==> config.mk <==
export PLATFORM = sky130hd
export DESIGN_NAME = i2c_rd_slave
export DESIGN_NICKNAME = d
export VERILOG_FILES = /design/src/rtl/i2c_rd_pkg.sv /design/src/rtl/i2c_rd_ctrl.sv /design/src/rtl/i2c_rd_dpath.sv /design/src/rtl/i2c_rd_slave.sv
export SDC_FILE = /design/constraint.sdc
export NUM_CORES = 1
export LEC_CHECK = 0
export ABC_AREA = 1
export BUFFER_PORTS_ARGS = -buffer_cell sky130_fd_sc_hd__buf_2
export CORE_MARGIN = 5
export CORE_UTILIZATION = 46
export DETAILED_ROUTE_END_ITERATION = 8
export MAX_ROUTING_LAYER = met4
export PLACE_DENSITY = 0.79
export SYNTH_ARGS = -nofsm -noshare
export SYNTH_HDL_FRONTEND = slang
export SYNTH_HIERARCHICAL = 1
export SYNTH_SLANG_ARGS = --single-unit
==> constraint.sdc <==
create_clock -name clk -period 2.26 [get_ports clk]
set_clock_uncertainty 0.1 [all_clocks]
set_input_delay 0.226 -clock clk [delete_from_list [all_inputs] [get_ports clk]]
set_output_delay 0.226 -clock clk [all_outputs]
set_load 0.005 [all_outputs]
==> src/rtl/i2c_rd_pkg.sv <==
package i2c_rd_pkg;

  typedef struct packed {
    logic clearPtr;
    logic incPtr;
    logic shiftAddr;
    logic ackDrive;
    logic loadByte;
    logic shiftOut;
    logic releaseSda;
  } strobes_t;

  typedef enum logic [2:0] {
    ST_IDLE,
    ST_ADDR,
    ST_ADDR_END,
    ST_ADDR_ACK,
    ST_SEND,
    ST_HOST_ACK,
    ST_RELOAD,
    ST_IGNORE
  } busState_t;

endpackage

==> src/rtl/i2c_rd_ctrl.sv <==
module i2c_rd_ctrl
  import i2c_rd_pkg::*;
#(
  parameter int SYNC_STAGES = 2
) (
  input  logic     clk,
  input  logic     rstN,
  input  logic     sclIn,
  input  logic     sdaIn,
  input  logic     addrOk,
  output strobes_t strb,
  output logic     sclLvl,
  output logic     sdaLvl
);

  logic [SYNC_STAGES-1:0] sclPipe, sdaPipe;
  logic sclPrev, sdaPrev;
  logic sclRise, sclFall, startSeen, stopSeen;
  busState_t state, stateNxt;
  logic [2:0] bitCnt, cntNxt;

  always_ff @(posedge clk or negedge rstN) begin
    if (!rstN) begin
      sclPipe <= '1;
      sdaPipe <= '1;
      sclPrev <= 1'b1;
      sdaPrev <= 1'b1;
    end else begin
      sclPipe <= {sclPipe[SYNC_STAGES-2:0], sclIn};
      sdaPipe <= {sdaPipe[SYNC_STAGES-2:0], sdaIn};
      sclPrev <= sclLvl;
      sdaPrev <= sdaLvl;
    end
  end

  assign sclLvl    = sclPipe[SYNC_STAGES-1];
  assign sdaLvl    = sdaPipe[SYNC_STAGES-1];
  assign sclRise   = sclLvl & ~sclPrev;
  assign sclFall   = ~sclLvl & sclPrev;
  assign startSeen = sclLvl & sclPrev & sdaPrev & ~sdaLvl;
  assign stopSeen  = sclLvl & sclPrev & ~sdaPrev & sdaLvl;

  always_comb begin
    strb     = '0;
    stateNxt = state;
    cntNxt   = bitCnt;
    if (startSeen) begin
      stateNxt        = ST_ADDR;
      cntNxt          = '0;
      strb.clearPtr   = 1'b1;
      strb.releaseSda = 1'b1;
    end else if (stopSeen) begin
      stateNxt        = ST_IDLE;
      strb.releaseSda = 1'b1;
    end else begin
      case (state)
        ST_ADDR: if (sclRise) begin
          strb.shiftAddr = 1'b1;
          cntNxt         = bitCnt + 3'd1;
          if (bitCnt == 3'd7) stateNxt = ST_ADDR_END;
        end
        ST_ADDR_END: if (sclFall) begin
          if (addrOk) begin
            strb.ackDrive = 1'b1;
            stateNxt      = ST_ADDR_ACK;
          end else begin
            stateNxt = ST_IGNORE;
          end
        end
        ST_ADDR_ACK, ST_RELOAD: if (sclFall) begin
          strb.loadByte = 1'b1;
          cntNxt        = '0;
          stateNxt      = ST_SEND;
        end
        ST_SEND: if (sclFall) begin
          if (bitCnt == 3'd7) begin
            strb.releaseSda = 1'b1;
            stateNxt        = ST_HOST_ACK;
          end else begin
            strb.shiftOut = 1'b1;
            cntNxt        = bitCnt + 3'd1;
          end
        end
        ST_HOST_ACK: if (sclRise) begin
          if (!sdaLvl) begin
            strb.incPtr = 1'b1;
            stateNxt    = ST_RELOAD;
          end else begin
            stateNxt = ST_IGNORE;
          end
        end
        default: ;
      endcase
    end
  end

  always_ff @(posedge clk or negedge rstN) begin
    if (!rstN) begin
      state  <= ST_IDLE;
      bitCnt <= '0;
    end else begin
      state  <= stateNxt;
      bitCnt <= cntNxt;
    end
  end

  // a stop condition always lands in idle
  a_r10_stop_to_idle: assert property (@(posedge clk) disable iff (!rstN)
    stopSeen |=> state == ST_IDLE);

  // after a rejected address, no acknowledge and no data load
  a_r4_ignore_silent: assert property (@(posedge clk) disable iff (!rstN)
    (state == ST_IGNORE) |-> (!strb.ackDrive && !strb.loadByte));

  // at most one action on the line driver per cycle
  a_r5_one_drive_action: assert property (@(posedge clk) disable iff (!rstN)
    $onehot0({strb.ackDrive, strb.loadByte, strb.shiftOut, strb.releaseSda}));

endmodule

==> src/rtl/i2c_rd_dpath.sv <==
module i2c_rd_dpath
  import i2c_rd_pkg::*;
#(
  parameter logic [6:0] DEV_ADDR  = 7'h2A,
  parameter int         MAX_BYTES = 16,
  localparam int        CNT_W     = $clog2(MAX_BYTES + 1)
) (
  input  logic                   clk,
  input  logic                   rstN,
  input  strobes_t               strb,
  input  logic                   sdaLvl,
  input  logic [MAX_BYTES*8-1:0] regBank,
  input  logic [CNT_W-1:0]       byteCount,
  output logic                   addrOk,
  output logic                   drvLow
);

  logic [7:0] addrShift, txShift, curByte;
  logic [CNT_W-1:0] ptr;

  always_comb begin
    curByte = 8'hFF;
    for (int i = 0; i < MAX_BYTES; i++) begin
      if (ptr == CNT_W'(i) && CNT_W'(i) < byteCount) curByte = regBank[i*8 +: 8];
    end
  end

  assign addrOk = (addrShift[7:1] == DEV_ADDR) && addrShift[0];

  always_ff @(posedge clk or negedge rstN) begin
    if (!rstN) begin
      addrShift <= '0;
      txShift   <= '1;
      ptr       <= '0;
      drvLow    <= 1'b0;
    end else begin
      if (strb.shiftAddr) addrShift <= {addrShift[6:0], sdaLvl};
      if (strb.clearPtr) ptr <= '0;
      else if (strb.incPtr && ptr != CNT_W'(MAX_BYTES)) ptr <= ptr + CNT_W'(1);
      if (strb.releaseSda) drvLow <= 1'b0;
      else if (strb.ackDrive) drvLow <= 1'b1;
      else if (strb.loadByte) begin
        drvLow  <= ~curByte[7];
        txShift <= {curByte[6:0], 1'b1};
      end else if (strb.shiftOut) begin
        drvLow  <= ~txShift[7];
        txShift <= {txShift[6:0], 1'b1};
      end
    end
  end

  // a start leaves the pointer on byte 0
  a_r2_start_clears_ptr: assert property (@(posedge clk) disable iff (!rstN)
    strb.clearPtr |=> ptr == '0);

  // a master acknowledge steps the pointer by one below the ceiling
  a_r6_ack_steps_ptr: assert property (@(posedge clk) disable iff (!rstN)
    (strb.incPtr && !strb.clearPtr && ptr != CNT_W'(MAX_BYTES)) |=> ptr == $past(ptr) + CNT_W'(1));

  // bytes beyond the valid count never pull the line
  a_r7_filler_released: assert property (@(posedge clk) disable iff (!rstN)
    (strb.loadByte && ptr >= byteCount) |=> !drvLow);

endmodule

==> src/rtl/i2c_rd_slave.sv <==
module i2c_rd_slave
  import i2c_rd_pkg::*;
#(
  parameter logic [6:0] DEV_ADDR    = 7'h2A,
  parameter int         MAX_BYTES   = 16,
  parameter int         SYNC_STAGES = 2,
  localparam int        CNT_W       = $clog2(MAX_BYTES + 1)
) (
  input  logic                   clk,
  input  logic                   rstN,
  input  logic                   sclIn,
  input  logic                   sdaIn,
  input  logic [MAX_BYTES*8-1:0] regBank,
  input  logic [CNT_W-1:0]       byteCount,
  output logic                   sdaPullLow
);

  strobes_t strb;
  logic sclLvl, sdaLvl, addrOk;

  i2c_rd_ctrl #(.SYNC_STAGES(SYNC_STAGES)) u_ctrl (
    .clk(clk), .rstN(rstN), .sclIn(sclIn), .sdaIn(sdaIn),
    .addrOk(addrOk), .strb(strb), .sclLvl(sclLvl), .sdaLvl(sdaLvl)
  );

  i2c_rd_dpath #(.DEV_ADDR(DEV_ADDR), .MAX_BYTES(MAX_BYTES)) u_dpath (
    .clk(clk), .rstN(rstN), .strb(strb), .sdaLvl(sdaLvl),
    .regBank(regBank), .byteCount(byteCount),
    .addrOk(addrOk), .drvLow(sdaPullLow)
  );

  // the pull-down moves only while the synchronized clock line is low
  a_r11_drive_in_low_phase: assert property (@(posedge clk) disable iff (!rstN)
    !$stable(sdaPullLow) |-> !sclLvl);

endmodule

==> out/qor.csv <==
metric,value,unit
yosys.area_share.adder,2.77,%
maxSlewHeadroom,51.1,%
stdcell_area,5340,um^2
dp_slack,-0.272,ns
fp.dieW,98.6,um
critical_path.endpoint_type,flop,
initial_core_util,46.9,%
fin_nets,968,
area_delta_synth_final,47.9,%
synth-edff-count,0,
grt.total_usage,26.5,%
ys_seq_area_share,23.3,%
wire_per_inst,13.9,um
clock_latency,0.29,ns
r2r_setup_slack,-0.27,ns
antenna_found_initial,1,
place_area,4810,um^2
async_flop_share,100,%
vias,4736,
port_buffers,137,
fmax,395,MHz
synth_compound_area_share,10.9,%
synth_cell_types,40,
fin_cells,927,
min_path_type,in -> reg,
worst_pin_slew,0.734,ns
synthMuxAreaShare,0,%
routabilityCongestion,1.03,
hp-start,regBank[120],
dieArea,9720,um^2
rsz0062_at_grt,true,
drtIter0Drc,392,
detail_route.vias_per_cell,5.11,
cp_data_required_time,2.39,ns
grt-ovfl-total,0,
power_density,786,nW/um^2
netlist_instances,606,
crit_type,reg -> reg,
cts_sinks,33,
status,finished with violations,
cts-root-buf,clkbuf_8,
grt_pass1_vias,4603,
cts_tree,yes,
synth.largest_area_cell,nand2_1,
syn-cell-area,3610,um^2
synth_top_area_share,18.6,%
h-tree-depth,2,
dr.pass1.iters,5,
grt_pass1_wl,20900,um
ant_nets,0,
core.rowCount,32,
clk_pin_slew_worst_paths,0.07,ns
synthFlopType,dfrtp_1,
numCtsBuffers,5,
fin_tns_setup,-1.64,ns
ys_ff_latch,33,
core,7690,um^2
drc_errors,0,
cp-startpoint,u_dpath/ptr[1],
pin_count,138,
worstHoldPathCells,3,
cp.arrival,2.66,ns
hold_violations,0,
synth_xor_area_share,0,%
synthSimpleGateAreaFrac,51.4,%
finalSetupViolCount,8,
synth_nets,751,
period_needed,2.53,ns
rr_startpoint,u_dpath/ptr[1],
dp_hpwl,10100,um
violations,setup timing,
setup_ws,-0.274,ns
die_h,98.6,um
grt_max_degree,34,
reg2reg_to,u_dpath/txShift[3],
synth_top_family_by_area,simple AND/OR/NAND/NOR gates,
synthTopCellsByArea,"nand2_1, dfrtp_1, nand3_1",
critPathLaunchType,flop,
p_leak,2.95,nW
nFillCells,698,
drive_above_1_share,41.0,%
drt_wl_total,12900,um
holdWs,0.174,ns
drv_cap,0,
yosys_warnings,6,
ir_drop,719,uV
final_max_slew_viol_count,0,
holdPathEnd,u_dpath/txShift[1],
r2r_cells,24,
clockBufferDepth,2,
post-place-cells,895,
cp_max_fo,8,
min_period_over_period,112,%
syn_avg_cell_area,5.95,um^2
[Yosys cell counts (3+ instances only)]
cell      count
nand2_1     179
inv_1        84
nand3_1      71
nor2_1       60
a21oi_1      23
o21ai_0      23
or2_2        22
dfrtp_1      20
dfstp_2      13
nor3_1       10
ha_1          8
nand2_2       8
o21ai_1       8
a21oi_2       7
clkinv_1      6
inv_2         6
nand3_2       6
nor2_4        6
nand3b_1      5
or2_1         4
a31oi_1       3
buf_2         3
clkbuf_1      3
nand2_4       3
nand4_1       3
nor2_2        3
[placed cells by master, fill, tap and decap left out, drive strengths merged, types with 8 or more instances in the layout]
cell type / count
buf: 215
nand2: 191
inv: 94
nand3: 79
nor2: 69
o21ai: 31
a21oi: 30
or2: 28
dfrtp: 20
dfstp: 13
nor3: 11
ha: 8
[per-stage QoR]
stage          util [%]  power [mW]
5_1_grt            69.4        4.57
3_5_place_dp       62.6        3.26
2_1_floorplan         -        2.53
4_1_cts            68.0        4.03
3_3_place_gp       62.6        3.18
6_report           69.4        4.19
[repair_timing]
action | 4_1_cts | 5_1_grt
pin swaps | 21 | 29
endpoints found under the hold margin | 22 | 0
setup endpoints to repair | 8 | 8
resized for setup | 35 | 23
setup buffers | 16 | 3
hold buffers | 3 | 0
cloned | 1 | 0
[final cells by class]
type,count,area [um^2],share of cell area [%]
Timing Repair Buffer,218,1340,25.0
Tap cell,102,128,2.39
Multi-Input combinational cell,468,2540,47.7
Inverter,97,368,6.89
Antenna cell,1,2.50,0.0469
Clock inverter,1,30.0,0.563
Clock buffer,7,86.3,1.62
Sequential cell,33,842,15.8
[cells by family after synthesis]
family                   count (synthesis)
AND/OR/NAND/NOR                        389
buffers and inverters                  106
AO/OA/AOI/OAI                           70
flip-flops                              33
adder cells (fa/ha/maj)                  8
[worst max-delay path, cell delays in order, from the launching register on]
cell	delay (ns)
dfrtp_1	0.40
buf_4	0.15
ha_4	0.16
nand2_4	0.09
nor2_4	0.06
nand2_4	0.13
buf_6	0.11
o21ai_2	0.04
inv_2	0.04
nand2_1	0.04
nand3_1	0.07
nand3b_1	0.09
nand2_1	0.08
nand3_1	0.08
nand2_1	0.10
nand3_2	0.07
nand3_2	0.06
nand3_1	0.06
nand2_1	0.07
nand2_1	0.05
nand2_1	0.05
nand2_1	0.06
nand2_1	0.09
nand2_1	0.07
a21oi_2	0.13
[how the worst max path moves through the flow]
stage | to | slack [ns] | depth (start not counted)
floorplan | u_dpath/drvLow | 0.06 | 21
global placement | u_dpath/txShift[2] | -0.20 | 20
detailed placement | u_dpath/txShift[6] | -0.27 | 22
CTS | u_dpath/txShift[3] | -0.20 | 24
global route | u_dpath/txShift[3] | -0.48 | 24
finish | u_dpath/txShift[3] | -0.27 | 24
[state kept, by name (all words and copies together) (netlist names)]
| name | cells |
|---|---|
| u_dpath/addrShift | 8 |
| u_ctrl/sclPipe | 2 |
| u_ctrl/sdaPrev | 1 |
| u_ctrl/state | 3 |
| u_ctrl/sdaPipe | 2 |
| u_dpath/ptr | 5 |
| u_dpath/txShift | 7 |
| u_ctrl/bitCnt | 3 |
| u_ctrl/sclPrev | 1 |
| u_dpath/drvLow | 1 |
[routing by layer]
metal | vias up | wire [um] | track usage [%]
met5 | - | 0 | -
met4 | 0 | 341 | 9.14
met3 | 34 | 968 | 4.46
met2 | 218 | 6170 | 45.2
met1 | 2125 | 5420 | 31.6
li1 | 2359 | - | -
[where the power goes]
group | internal (mW) | leakage, nW | switching [mW]
logic | 1.11 | 2.49 | 1.53
registers | 0.818 | 0.397 | 0.159
clock network | 0.359 | 0.0585 | 0.214
Note: power is estimated with default switching activity, not from simulation.
